$ cat src/rtl/lsu_align_pkg.sv
package lsu_align_pkg;

    typedef enum logic [1:0] {
        SZ_BYTE = 2'b00,
        SZ_HALF = 2'b01,
        SZ_WORD = 2'b10,
        SZ_WALT = 2'b11
    } acc_size_e;

    // Number of bytes an access of the given size touches.
    function automatic int unsigned size_bytes(acc_size_e sz, int unsigned word_bytes);
        case (sz)
            SZ_BYTE: size_bytes = 1;
            SZ_HALF: size_bytes = 2;
            default: size_bytes = word_bytes;
        endcase
    endfunction

endpackage

$ cat src/rtl/lsu_store_lane.sv
module lsu_store_lane
    import lsu_align_pkg::*;
#(
    parameter int DATA_W = 32,
    localparam int BYTES = DATA_W / 8,
    localparam int OFF_W = $clog2(BYTES)
) (
    input  acc_size_e          size_i,
    input  logic [OFF_W-1:0]   off_i,
    input  logic [DATA_W-1:0]  data_i,
    output logic [BYTES-1:0]   mask_o,
    output logic [DATA_W-1:0]  data_o
);

    int unsigned nbytes;
    int unsigned first;

    always_comb begin
        nbytes = size_bytes(size_i, BYTES);
        first  = int'(off_i);
    end

    // One enable per lane: lane is covered when it falls in [off, off+n).
    for (genvar g = 0; g < BYTES; g++) begin : g_lane
        always_comb begin
            mask_o[g] = (g >= first) && (g < first + nbytes);
        end
    end

    always_comb begin
        data_o = data_i << {off_i, 3'b000};
    end

endmodule

$ cat src/rtl/lsu_load_extract.sv
module lsu_load_extract
    import lsu_align_pkg::*;
#(
    parameter int DATA_W = 32,
    localparam int BYTES = DATA_W / 8,
    localparam int OFF_W = $clog2(BYTES)
) (
    input  acc_size_e          size_i,
    input  logic               zext_i,
    input  logic [OFF_W-1:0]   off_i,
    input  logic [DATA_W-1:0]  word_i,
    output logic [DATA_W-1:0]  value_o
);

    logic [DATA_W-1:0] shifted;
    logic              fill8;
    logic              fill16;

    always_comb begin
        shifted = word_i >> {off_i, 3'b000};
        fill8   = shifted[7]  & ~zext_i;
        fill16  = shifted[15] & ~zext_i;
        case (size_i)
            SZ_BYTE: value_o = {{(DATA_W-8){fill8}},  shifted[7:0]};
            SZ_HALF: value_o = {{(DATA_W-16){fill16}}, shifted[15:0]};
            default: value_o = word_i;
        endcase
    end

endmodule

$ cat src/rtl/lsu_rst_chain.sv
module lsu_rst_chain #(
    parameter int DEPTH = 3
) (
    input  logic clk,
    input  logic rst_n,
    output logic ready_o
);

    logic [DEPTH-1:0] chain_d;
    logic [DEPTH-1:0] chain_q;

    always_comb begin
        chain_d = {chain_q[DEPTH-2:0], 1'b1};
        ready_o = chain_q[DEPTH-1];
    end

    always_ff @(posedge clk or negedge rst_n) begin
        if (!rst_n) begin
            chain_q <= '0;
        end else begin
            chain_q <= chain_d;
        end
    end

endmodule

$ cat src/rtl/lsu_align.sv
module lsu_align
    import lsu_align_pkg::*;
#(
    parameter int DATA_W     = 32,
    parameter int HOLD_DEPTH = 3,
    localparam int BYTES = DATA_W / 8,
    localparam int OFF_W = $clog2(BYTES)
) (
    input  logic              clk,
    input  logic              rst_n,
    input  logic              req_valid,
    input  logic              req_store,
    input  logic [1:0]        req_size,
    input  logic              req_unsigned,
    input  logic [OFF_W-1:0]  req_byte_off,
    input  logic [DATA_W-1:0] st_data,
    input  logic [DATA_W-1:0] rd_data,
    output logic [BYTES-1:0]  wr_mask,
    output logic [DATA_W-1:0] wr_data,
    output logic [DATA_W-1:0] ld_result,
    output logic              trap_o
);

    typedef struct packed {
        logic [BYTES-1:0]  mask;
        logic [DATA_W-1:0] wdata;
        logic [DATA_W-1:0] ldata;
        logic              trap;
    } out_t;

    acc_size_e         size_e;
    logic [BYTES-1:0]  lane_mask;
    logic [DATA_W-1:0] lane_data;
    logic [DATA_W-1:0] load_val;
    logic              trap_en;
    logic              misaligned;
    out_t              out_d;
    out_t              out_q;

    always_comb begin
        size_e = acc_size_e'(req_size);
    end

    lsu_store_lane #(.DATA_W(DATA_W)) u_store_lane (
        .size_i (size_e),
        .off_i  (req_byte_off),
        .data_i (st_data),
        .mask_o (lane_mask),
        .data_o (lane_data)
    );

    lsu_load_extract #(.DATA_W(DATA_W)) u_load_extract (
        .size_i  (size_e),
        .zext_i  (req_unsigned),
        .off_i   (req_byte_off),
        .word_i  (rd_data),
        .value_o (load_val)
    );

    lsu_rst_chain #(.DEPTH(HOLD_DEPTH)) u_rst_chain (
        .clk     (clk),
        .rst_n   (rst_n),
        .ready_o (trap_en)
    );

    always_comb begin
        // Offset bits below the access size must be zero.
        misaligned = |(req_byte_off & OFF_W'(size_bytes(size_e, BYTES) - 1));

        out_d = '0;
        if (req_valid) begin
            if (req_store) begin
                out_d.wdata = lane_data;
                out_d.mask  = misaligned ? '0 : lane_mask;
            end else begin
                out_d.ldata = misaligned ? '0 : load_val;
            end
            out_d.trap = misaligned & trap_en;
        end
    end

    always_ff @(posedge clk or negedge rst_n) begin
        if (!rst_n) begin
            out_q <= '0;
        end else begin
            out_q <= out_d;
        end
    end

    always_comb begin
        wr_mask   = out_q.mask;
        wr_data   = out_q.wdata;
        ld_result = out_q.ldata;
        trap_o    = out_q.trap;
    end

endmodule

$ cat config.mk
export PLATFORM = sky130hd
export DESIGN_NAME = lsu_align
export DESIGN_NICKNAME = d
export VERILOG_FILES = /design/src/rtl/lsu_align_pkg.sv /design/src/rtl/lsu_store_lane.sv /design/src/rtl/lsu_load_extract.sv /design/src/rtl/lsu_rst_chain.sv /design/src/rtl/lsu_align.sv
export SDC_FILE = /design/constraint.sdc
export NUM_CORES = 1
export LEC_CHECK = 0
export BUFFER_PORTS_ARGS = -buffer_cell sky130_fd_sc_hd__buf_2
export CORE_MARGIN = 2
export CORE_UTILIZATION = 52
export DETAILED_ROUTE_END_ITERATION = 16
export GPL_TIMING_DRIVEN = 0
export PLACE_DENSITY = 0.95
export SLEW_MARGIN = 20
export SYNTH_ARGS = -nofsm -noshare
export SYNTH_HDL_FRONTEND = slang
export SYNTH_SLANG_ARGS = --single-unit
$ cat constraint.sdc
create_clock -name clk -period 1.25 [get_ports clk]
set_clock_uncertainty 0.1 [all_clocks]
set_input_delay 0.125 -clock clk [delete_from_list [all_inputs] [get_ports clk]]
set_output_delay 0.125 -clock clk [all_outputs]
set_load 0.01 [all_outputs]
==> reports/qor.txt <==
Status -> finished with violations
Failing checks -> negative setup slack
CTS H-Tree Depth -> 3
Post-Syn Area -> 0.00341 sq mm
Yosys warnings -> 0
Peak VDD IR -> 0.958 mV
Final ANT Viol Nets -> 0
Gate power share -> 21.3%
Vias in the first global route -> 3,689
Fin crit period -> 1550 ps
Max Root-Sink Buffers -> 2
Metal-1 WL -> 4.65 mm
Sequential area share after synthesis -> 52.9%
CTS tree -> yes
Post-synth top area share -> 52.9%
Area delta synth->final -> 60.3%
CP Data Arrival Time -> 1710 ps
Final worst-path cycle share -> 124%
Commonest non-fill, non-tap cell in the layout -> buf_2
Mean post-synth cell area -> 10.7 sq um
Die ar. -> 0.00722 sq mm
First-pass GRT wire length -> 19.1 mm
Synth Instances -> 320
Reg2reg setup slack -> 550 ps
Final Hold Fails -> 0
# DRC -> 0
Worst-path clk slew -> 80 ps
Placed insts -> 539
Hold Path Depth -> 3
Flops & latches, synth -> 72
Die X -> 85.0 microns
Dpl hpwl -> 7.02 mm
Int Power -> 4060 uW
Lkg Pwr -> 0.00294 uW
Pwr Density -> 1050 mW/mm^2
Initial Utilization -> 53.7%
Psw -> 1660 uW
Num ports -> 142
Wire length on met2 -> 6.59 mm
Most frequent cells in the layout -> 143 x buf_2, 72 x dfrtp_1, 49 x dlygate4sd3_1
Final setup fails -> 35
Dpl ws -> -997 ps
Overflow after GRT -> 0
Final GP Congestion -> 0.893
Syn Nets -> 397
Worst min path class -> input pin to flip-flop
WL/cell -> 21.8 microns
Rows -> 29
Seq pwr share -> 42.4%
Worst Path Max Fanout -> 3
Relative slew slack -> 59.4%
Netlist cell types -> 37
Switching share of power -> 29.0%
Diode count -> 0
Clock Sinks -> 72
Placeable Area -> 0.00635 sq mm
CP endpoint kind -> flip-flop
Final Core Density -> 86.0%
Critical Path RT -> 1410 ps
Nets -> 615
TNS Setup -> -4740 ps
RSZ-0062 raised after global routing -> true
# port buffers -> 141
Largest net degree at the start of global routing -> 42
Initial antenna violation count -> 0
CP Launch Type -> input pin
Top_reg_cell synth -> dfrtp_1
Routed WL -> 13.5 mm
Synth area leaders -> dfrtp_1 53%, mux2i_1 9.1%, a211oi_1 5.3%, nand2_1 4.7%, nor2_1 4.2%
Die Height -> 85.0 microns
Vias per cell -> 6.18
Global Route Usage Sum -> 34.9%
Drt first pass iters -> 5
Reg2reg path depth -> 1
CTS Buf Count -> 9
Clk_lat worst skew -> 350 ps
Routed wl met3 -> 1.29 mm
Area leader, netlist -> dfrtp_1
Highest Clock Rate -> 647 MHz
Number of synthesized flops with an enable pin -> 0
Clk pwr share -> 36.4%
Non-Filler Instances -> 620
Initial DRC count -> 435
Clock root buffer -> clkbuf_8
DR vias -> 3,829
Top Layer Used -> met4
FFs w/ async S/R, synth -> 100%
Max cap viols -> 0
Kind of critical path -> input pin to flip-flop
Slack of the critical path -> -296 ps
Fraction of layout cells with a size suffix above 1 -> 44.6%
Slew Limit Fails -> 0
Tightest Pin Transition -> 609 ps
==> stage by stage <==
stage | instance area (sq um) | power, uW | hold slack [ps]
2_1_floorplan | 3490 | 2930 | -271
3_3_place_gp | 4300 | 3270 | 236
3_5_place_dp | 4320 | 3310 | -1.52
4_1_cts | 5290 | 5530 | 6.40
5_1_grt | 5460 | 5880 | 50.5
6_report | 5460 | 5720 | 29.3
==> cell families (layout without fill, tap and decap cells) <==
| group | Yosys count | in the layout | synth area share, % |
|---|---|---|---|
| flops | 72 | 72 | 52.9 |
| xor+xnor | 1 | 1 | 0.257 |
| mux | 32 | 32 | 9.77 |
| fa+ha+maj | 4 | 4 | 1.47 |
| compound gates | 64 | 64 | 15.3 |
| simple gates | 111 | 111 | 15.5 |
| other cells | 1 | 1 | 0.110 |
| buf+inv | 35 | 258 | 4.70 |
==> routing by layer <==
layer  GRT usage [%]  up-vias
met5               0        -
met2            58.5      346
met3            7.00      116
met1            41.1     1812
li1                -     1555
met4            21.5        0
==> area by class of cell <==
cell class	count	area [sq um]
flip-flops and latches	72	1800
multi-input cells	213	1740
repair buffers	208	1380
fillers	279	887
plain buffers	21	181
clock buffers	9	124
well taps	77	96.3
clock inverters	7	95.1
inverters	13	51.3
==> power by group through the flow <==
| stage | Clock (uW) | Sequential (uW) | Combinational, uW |
|---|---|---|---|
| after detailed placement | 0 | 2470 | 844 |
| after CTS | 2050 | 2420 | 1060 |
| after floorplan | 0 | 2510 | 421 |
| final | 2080 | 2420 | 1220 |
| after global placement | 0 | 2460 | 808 |
| after global routing | 2180 | 2430 | 1270 |
==> cell usage after synthesis (2+ instances only) <==
master / count
buf_4: 2
ha_1: 4
a21oi_1: 11
a211oi_1: 24
dfrtp_1: 72
buf_2: 11
nand2_1: 43
nor2_1: 38
buf_1: 3
mux2i_1: 31
o2bb2ai_1: 8
and2_1: 8
inv_1: 13
nor2b_1: 10
nand2b_1: 3
clkbuf_1: 5
o221a_2: 7
a221oi_1: 8
==> sequential cells by signal, summed over array words and instances, names as in the netlist <==
name                 count
wr_data                 32
u_rst_chain.chain_q      3
trap_o                   1
ld_result               32
wr_mask                  4
==> final timing paths <==
| check | endpoint | start |
|---|---|---|
| max in group asynchronous | ld_result[13] | rst_n |
| min reg2reg | u_rst_chain.chain_q[2] | u_rst_chain.chain_q[1] |
| max reg2reg | trap_o | u_rst_chain.chain_q[2] |
| max | wr_mask[1] | req_size[1] |
| min in group asynchronous | wr_mask[3] | rst_n |
| min | wr_data[11] | st_data[11] |
==> worst max-delay path, stage by stage <==
cell and delay [ps]:
buf_8 100, buf_12 110, nor2b_4 140, buf_6 120, buf_6 90, xor2_2 150, ha_2 230, a21o_1 240
a2bb2oi_4 120, a211oi_2 280
==> what timing repair did <==
action | 4_1_cts | 5_1_grt
pin swaps | 18 | 7
hold endpoints to repair | 115 | 0
hold buffers | 49 | 0
endpoints found under the setup margin | 43 | 48
gates cloned | 1 | 1
setup buffers | 9 | 6
gates resized for setup | 34 | 32
(Power assumes the default switching activity.)
